==> config.mk <==
export PLATFORM = sky130hd
export DESIGN_NAME = lpm_ctrl
export DESIGN_NICKNAME = d
export VERILOG_FILES = /design/src/rtl/lpm_pkg.sv /design/src/rtl/lpm_sync.sv /design/src/rtl/lpm_regfile.sv /design/src/rtl/lpm_fsm.sv /design/src/rtl/lpm_ctrl.sv
export SDC_FILE = /design/constraint.sdc
export NUM_CORES = 1
export LEC_CHECK = 0
export BUFFER_PORTS_ARGS = -buffer_cell sky130_fd_sc_hd__buf_2
export CORE_AREA = 2 2 39 41
export DETAILED_ROUTE_END_ITERATION = 8
export DIE_AREA = 0 0 41 43
export PLACE_DENSITY = 0.73
export RECOVER_POWER = 25
export SLEW_MARGIN = 20
export SYNTH_ARGS = -nofsm -noshare
export SYNTH_HDL_FRONTEND = slang
export SYNTH_SLANG_ARGS = --single-unit
==> constraint.sdc <==
create_clock -name clk -period 1.05 [get_ports clk]
set_input_delay 0.21 -clock clk [delete_from_list [all_inputs] [get_ports clk]]
set_output_delay 0.21 -clock clk [all_outputs]
set_load 0.02 [all_outputs]
==> src/rtl/lpm_pkg.sv <==
package lpm_pkg;
  localparam int REG_W  = 8;
  localparam int MODE_W = 2;

  typedef enum logic [1:0] {
    ST_RUN    = 2'd0,
    ST_DOZE   = 2'd1,
    ST_HALT   = 2'd2,
    ST_RESUME = 2'd3
  } lpm_state_e;

  localparam logic [MODE_W-1:0] CODE_RUN  = 2'b00;
  localparam logic [MODE_W-1:0] CODE_RSVD = 2'b01;
  localparam logic [MODE_W-1:0] CODE_DOZE = 2'b10;
  localparam logic [MODE_W-1:0] CODE_HALT = 2'b11;
endpackage

==> src/rtl/lpm_sync.sv <==
module lpm_sync #(
  parameter int WIDTH  = 3,
  parameter int STAGES = 2
) (
  input  logic             clk,
  input  logic             rst_n,
  input  logic [WIDTH-1:0] d,
  output logic [WIDTH-1:0] q
);
  logic [STAGES-1:0][WIDTH-1:0] chain;

  always_ff @(posedge clk or negedge rst_n) begin
    if (!rst_n) chain[0] <= '0;
    else        chain[0] <= d;
  end

  generate
    for (genvar s = 1; s < STAGES; s++) begin : g_stage
      always_ff @(posedge clk or negedge rst_n) begin
        if (!rst_n) chain[s] <= '0;
        else        chain[s] <= chain[s-1];
      end
    end
  endgenerate

  assign q = chain[STAGES-1];
endmodule

==> src/rtl/lpm_regfile.sv <==
module lpm_regfile
  import lpm_pkg::*;
(
  input  logic              clk,
  input  logic              rst_n,
  input  logic              wr_en,
  input  logic [REG_W-1:0]  wr_data,
  input  logic              accept,
  input  logic              wake_done,
  output logic [MODE_W-1:0] mode,
  output logic              armed,
  output logic              enter_req,
  output logic              enter_stby,
  output logic [REG_W-1:0]  rd_data
);
  logic                 take;
  logic [MODE_W-1:0]    code;
  logic [REG_W-MODE_W-1:0] unused_hi;

  assign take      = wr_en && accept;
  assign code      = wr_data[MODE_W-1:0];
  assign unused_hi = wr_data[REG_W-1:MODE_W];

  always_ff @(posedge clk or negedge rst_n) begin
    if (!rst_n) mode <= CODE_RUN;
    else if (take) mode <= code;
  end

  always_ff @(posedge clk or negedge rst_n) begin
    if (!rst_n) armed <= 1'b1;
    else if (wake_done) armed <= 1'b0;
    else if (take && code == CODE_RUN) armed <= 1'b1;
  end

  assign enter_req  = take && armed && code[MODE_W-1];
  assign enter_stby = code[0];
  assign rd_data    = {{(REG_W-MODE_W){1'b0}}, mode};

  // register frozen while a low-power state holds
  a_r10_hold_in_lp: assert property (@(posedge clk) disable iff (!rst_n)
    !accept |=> $stable(mode));
endmodule

==> src/rtl/lpm_fsm.sv <==
module lpm_fsm
  import lpm_pkg::*;
(
  input  logic       clk,
  input  logic       rst_n,
  input  logic       enter_req,
  input  logic       enter_stby,
  input  logic       irq_s,
  input  logic       brk_s,
  input  logic       wake_s,
  output lpm_state_e state,
  output logic       wake_done,
  output logic       cpu_clk_en,
  output logic       sys_clk_en,
  output logic       sr_req
);
  lpm_state_e nxt;

  always_comb begin
    nxt       = state;
    wake_done = 1'b0;
    case (state)
      ST_RUN:    if (enter_req) nxt = enter_stby ? ST_HALT : ST_DOZE;
      ST_DOZE:   if (irq_s || brk_s) begin nxt = ST_RUN; wake_done = 1'b1; end
      ST_HALT:   if (wake_s) nxt = ST_RESUME;
      ST_RESUME: begin nxt = ST_RUN; wake_done = 1'b1; end
      default:   nxt = ST_RUN;
    endcase
  end

  always_ff @(posedge clk or negedge rst_n) begin
    if (!rst_n) state <= ST_RUN;
    else        state <= nxt;
  end

  assign cpu_clk_en = (state == ST_RUN);
  assign sys_clk_en = (state == ST_RUN) || (state == ST_DOZE);
  assign sr_req     = (state == ST_HALT);

  // interrupts cannot end standby
  a_r6_halt_deaf: assert property (@(posedge clk) disable iff (!rst_n)
    (state == ST_HALT && !wake_s) |=> state == ST_HALT);
  // refresh request released before clocks return
  a_r6_sr_first: assert property (@(posedge clk) disable iff (!rst_n)
    $rose(sys_clk_en) |-> !$past(sr_req));
  // interrupt ends CPU sleep on the next edge
  a_r4_doze_exit: assert property (@(posedge clk) disable iff (!rst_n)
    (state == ST_DOZE && (irq_s || brk_s)) |=> cpu_clk_en);
endmodule

==> src/rtl/lpm_ctrl.sv <==
module lpm_ctrl
  import lpm_pkg::*;
#(
  parameter int SYNC_STAGES = 2
) (
  input  logic             clk,
  input  logic             rst_n,
  input  logic             wr_en,
  input  logic [REG_W-1:0] wr_data,
  output logic [REG_W-1:0] rd_data,
  input  logic             ext_irq,
  input  logic             brk_irq,
  input  logic             wake_pin,
  output logic             cpu_clk_en,
  output logic             sys_clk_en,
  output logic             sr_req
);
  localparam int N_WAKE = 3;

  logic [N_WAKE-1:0] wake_raw, wake_sync;
  logic [MODE_W-1:0] mode;
  logic              armed, enter_req, enter_stby, wake_done;
  lpm_state_e        state;

  assign wake_raw = {wake_pin, brk_irq, ext_irq};

  lpm_sync #(.WIDTH(N_WAKE), .STAGES(SYNC_STAGES)) u_sync (
    .clk(clk), .rst_n(rst_n), .d(wake_raw), .q(wake_sync)
  );

  lpm_regfile u_reg (
    .clk(clk), .rst_n(rst_n), .wr_en(wr_en), .wr_data(wr_data),
    .accept(state == ST_RUN), .wake_done(wake_done),
    .mode(mode), .armed(armed), .enter_req(enter_req),
    .enter_stby(enter_stby), .rd_data(rd_data)
  );

  lpm_fsm u_fsm (
    .clk(clk), .rst_n(rst_n), .enter_req(enter_req), .enter_stby(enter_stby),
    .irq_s(wake_sync[0]), .brk_s(wake_sync[1]), .wake_s(wake_sync[2]),
    .state(state), .wake_done(wake_done),
    .cpu_clk_en(cpu_clk_en), .sys_clk_en(sys_clk_en), .sr_req(sr_req)
  );

  // locked interlock keeps normal operation
  a_r8_locked: assert property (@(posedge clk) disable iff (!rst_n)
    (!armed && state == ST_RUN) |=> state == ST_RUN);
  // armed sleep write stops the processor clock next cycle
  a_r3_entry: assert property (@(posedge clk) disable iff (!rst_n)
    (state == ST_RUN && wr_en && armed && wr_data[1]) |=> !cpu_clk_en);
  // code kept across a wake
  a_r7_cause_kept: assert property (@(posedge clk) disable iff (!rst_n)
    wake_done |=> $stable(mode));
endmodule

==> reports/metrics.cfg, run 1 <==
[status]
status=complete, but fails checks
violations=setup timing

[clocking]
numCtsBuffers=3
cts_root_buf=clkbuf_4
path_clk_slew_ps=60
htreeDepth=1
cts_num_sinks=11
tritoncts=built
clk-insertion-delay-late_ps=260
clk_path_buf_depth=2

[die]
die_area_um2=1760
fp.dieW_um=41
die_h_um=43
rows=14
coreArea_um2=1380
start_util=0.324
ios=25

[sta]
slew_violations=0
final.setup.tns_ps=-1160
hold_viol=0
grt_setup_unrepaired=true
clock.fmax_mhz=798
fin_crit_ps=1250
min_period_over_period=1.19
setup_viol=7
setup_slack_ps=-202
finalClockSkew_ps=1.54

[critical_path]
cp_slowest_cell=dfrtp_2
startpoint_type=flip-flop
cp_common_cell=buf_6
crit_family=flip-flops
crit_buf_inv=2
cp-end-kind=output pin
reg2reg_depth=3
rr_startpoint=u_fsm.state[0]
arrival_ps=1040
crit_chain=buf_6, nor2b_4, buf_6
critPathKind=reg2out
r2r-end=u_reg.mode[1]
crit_required_ps=840
cp_max_fo=4
r2r_setup_slack_ps=-190
slowest_delay_ps=410

[routing]
vias=298
via_per_inst=4.26
ant_nets=0
wl_per_cell_um=10.0
route.detailed.drc=0
wl_um=701
drt_iter0_drc=1
firstDrtPassIters=4

[power]
pwr-share-clk=0.168
power_frac_seq=0.380
internal-power_mw=1.09
power_frac_comb=0.452
p_total_mw=1.66
vdd_drop_max_v=0.00111
power.leakage_nw=0.297
swShare=0.342
p_per_area_nw_per_um2=2670
power.switching_mw=0.566

[logic_synthesis]
synth_area_leaders=dfrtp_1, buf_4, dfstp_2
seq_area_frac_synth=0.617
netlist_area_um2=448
synth_ff_type=dfrtp_1
synth_cell_types=17
synth_top_area_frac=0.559
synth_top_area_cell=dfrtp_1
yosys_warnings=0
synth_edf_count=0
synth_area_per_cell_um2=13.6
synthArstFlopShare=1.00
ys_ff_latch=11
synth_most_common_cell=dfrtp_1
synth_cells=33
ys_top_cells_by_count=dfrtp_1, buf_4, inv_1, mux2_2

[global_routing]
grt_first_pass_wirelength_um=1160
grt_start_max_net_pins=12
grt-ovfl-total=0
first_global_vias=293
antenna_found_initial=0
track_usage=0.107

[placed_design]
gp_congestion=0.697
dp_hpwl_um=558
port_buffers=12
place_ws_ps=-110

[cells_and_area]
area_growth_pct=38.3
drive_gt1_frac=0.537
diodes=0
nNetsFinal=69
fin_util=0.448

[min_path]
min_path_cells=1
worstHoldEndpoint=u_sync.chain[2]
hold_start=wake_pin
hold_class=in2reg

[flow_run]
drv_cap=0

-- registers in the layout (all words and copies together), names as in the netlist --
name and flops:
u_reg.mode 2, u_sync.chain 3, u_fsm.state 2, u_reg.armed 1, u_sync.q 3
-- cells by family (layout without fill, tap and decap cells) --
kind of cell           Yosys count  in the layout  share of synthesized area
multiplexers                     2              2                     0.0503
AND/OR/NAND/NOR                  7              7                      0.137
flip-flops                      11             11                      0.617
AO/OA/AOI/OAI                    4              4                     0.0698
other                            1              6                    0.00837
buffers and inverters            8             24                      0.117
-- metal layers --
metal  up-vias  GRT usage  share of wire
met2        12      0.159           0.52
met4         0     0.0800          0.026
met1       141      0.110           0.39
met5         -          0              0
met3         2     0.0471          0.064
li1        143          -              -
-- power by group through the flow --
stage	Combinational [mW]	Sequential [mW]	Clock, mW
6_report	0.748	0.629	0.278
5_1_grt	0.805	0.643	0.311
4_1_cts	0.728	0.626	0.289
3_5_place_dp	0.555	0.632	0
3_3_place_gp	0.548	0.626	0
2_1_floorplan	0.294	0.683	0
-- cell usage in the layout, fill, tap and decap left out, types with 2 or more instances in the layout --
cell type	instances
dfrtp_2	2
buf_6	3
inv_1	2
buf_4	5
conb_1	6
dfrtp_1	8
clkbuf_4	3
mux2_2	2
buf_2	9
-- final cells by class --
class                      instances  area [um^2]
tap                               16         20.0
fill                             133          764
inverter                           2         7.51
clock buffer                       4         26.3
sequential                        11          279
multi-input combinational         19          160
timing repair buffer              18          126
-- stage by stage --
step / area [um^2] / cells / hold WS [ps]
global route: 619 / 70 / 33.9
global placement: 526 / 63 / 81.8
CTS: 613 / 70 / 43.3
finish: 619 / 70 / 48.0
floorplan: 468 / 38 / -85.6
detailed placement: 526 / 63 / 86.1
-- what timing repair did --
item                                    4_1_cts  5_1_grt
gates cloned                                  0        0
endpoints found under the hold margin        10        0
pin swaps                                     0        0
hold buffers                                  1        0
setup buffers                                 2        0
gates resized for setup                       9        2
endpoints found under the setup margin        7        7
-- worst max path at each step --
stage | from | end | cells past startpoint
final | u_fsm.state[0] | sr_req | 3
after CTS | u_fsm.state[0] | cpu_clk_en | 3
after global placement | u_fsm.state[1] | u_reg.mode[0] | 2
after detailed placement | u_fsm.state[1] | u_reg.mode[1] | 2
after floorplan | u_fsm.state[0] | u_reg.mode[0] | 2
after global routing | u_fsm.state[0] | sr_req | 3
(Power assumes the default switching activity.)
==> inputs of run 2 (changes only) <==
--- a/config.mk
+++ b/config.mk
@@ -11,6 +11,7 @@
 export DIE_AREA = 0 0 41 43
 export PLACE_DENSITY = 0.73
 export RECOVER_POWER = 25
+export SKIP_LAST_GASP = 1
 export SLEW_MARGIN = 20
 export SYNTH_ARGS = -nofsm -noshare
 export SYNTH_HDL_FRONTEND = slang
==> run 2 against run 1 <==
  * The flow still finishes with violations (setup timing)
  * Hold slack stayed put
  * Flip-flop and latch count unchanged
  * Setup slack is the same
  * Maximum frequency stayed put
  * Highest routed layer unchanged
==> reports/metrics.cfg, run 2 (same netlist as run 1, synthesis figures left out) <==
[status]
status=complete, but fails checks
violations=setup timing

[cells_and_area]
layout_common_cells=buf_2, dfrtp_1, conb_1, buf_4, clkbuf_4
stdcell_count=70
final_common_cell=buf_2
fin_util=0.445
diodes=0
drive_gt1_frac=0.537
area_growth_pct=37.4
nNetsFinal=69

[clocking]
numCtsBuffers=3
cts_num_sinks=11
tritoncts=built
clk-insertion-delay-late_ps=260
htreeDepth=1
path_clk_slew_ps=60
cts_root_buf=clkbuf_4
clk_path_buf_depth=2

[die]
die_area_um2=1760
coreArea_um2=1380
start_util=0.324
rows=14
fp.dieW_um=41
die_h_um=43
ios=25

[critical_path]
startpoint_type=flip-flop
crit_required_ps=840
cp-end-kind=output pin
cp_max_fo=4
crit_chain=buf_6, nor2b_4, buf_6
cp_common_cell=buf_6
arrival_ps=1040
slowest_delay_ps=410
cp_slowest_cell=dfrtp_2
critPathKind=reg2out

[global_routing]
antenna_found_initial=0
grt-ovfl-total=0
grt_start_max_net_pins=12
first_global_vias=293
track_usage=0.107
grt_first_pass_wirelength_um=1160

[sta]
finalClockSkew_ps=1.54
fin_crit_ps=1250
final.setup.tns_ps=-1160
slew_violations=0
grt_setup_unrepaired=true
hold_viol=0
min_period_over_period=1.19
clock.fmax_mhz=798
setup_viol=7
setup_slack_ps=-202

[power]
power.leakage_nw=0.296
p_total_mw=1.64
vdd_drop_max_v=0.00111
p_per_area_nw_per_um2=2660

[placed_design]
port_buffers=12
dpl.cell_count=63
dp_hpwl_um=558
place_ws_ps=-110
gp_congestion=0.697

[routing]
firstDrtPassIters=4
wl_per_cell_um=10.0
route.detailed.drc=0
ant_nets=0
vias=298
wl_um=703
drt_iter0_drc=1
via_per_inst=4.26

[min_path]
hold_class=in2reg

[flow_run]
drv_cap=0

[run 2: cell counts in the layout (fill, tap and decap cells not counted)]
Identical to the previous run, type by type.
[run 2: area by class of cell]
class	instances	area [um^2]
Sequential cell	11	279
Multi-Input combinational cell	19	160
Clock buffer	4	26.3
Fill cell	133	768
Inverter	2	7.51
Tap cell	16	20.0
Timing Repair Buffer	18	123
[run 2: path summary, 6_finish.rpt]
| check | from | to | slack (ps) | depth (start not counted) |
|---|---|---|---|---|
| max | u_fsm.state[0] | sr_req | -200 | 3 |
| min | wake_pin | u_sync.chain[2] | 50 | 1 |
| max reg2reg | u_fsm.state[0] | u_reg.mode[1] | -190 | 3 |
| min reg2reg | u_sync.chain[2] | u_sync.q[2] | 350 | 0 |
| max in group asynchronous | rst_n | u_reg.armed | 470 | 2 |
| min in group asynchronous | rst_n | u_reg.mode[1] | 330 | 2 |
[run 2: stage by stage]
stage	hold WS [ps]	area (um^2)
after floorplan	-85.6	468
after global placement	81.8	526
after detailed placement	86.1	526
after CTS	43.3	613
after global routing	33.9	616
final	48.0	616
[run 2: timing repair]
action | in CTS | in global routing
hold buffers | 1 | 0
setup buffers | 2 | 0
endpoints found under the setup margin | 7 | 7
resized for setup | 9 | 1
hold endpoints to repair | 10 | 0
pin swaps | 0 | 0
[run 2: per-layer routing]
layer | GRT usage | routed length (um) | vias up
li1 | - | - | 143
met1 | 0.110 | 270 | 141
met2 | 0.159 | 367 | 12
met3 | 0.0471 | 47 | 2
met4 | 0.0800 | 18 | 0
met5 | 0 | 0 | -
[run 2: worst max-delay path, delay by kind of cell (launching register included)]
| kind | cells | cell delay [ps] |
|---|---|---|
| flip-flops | 1 | 410 |
| buffers and inverters | 2 | 250 |
| AND/OR/NAND/NOR | 1 | 120 |
[run 2: power breakdown]
part	total [mW]	leakage (nW)	switching [mW]	internal [mW]
clock	0.278	0.0150	0.131	0.147
sequential	0.629	0.127	0.0838	0.546
combinational	0.728	0.154	0.346	0.382
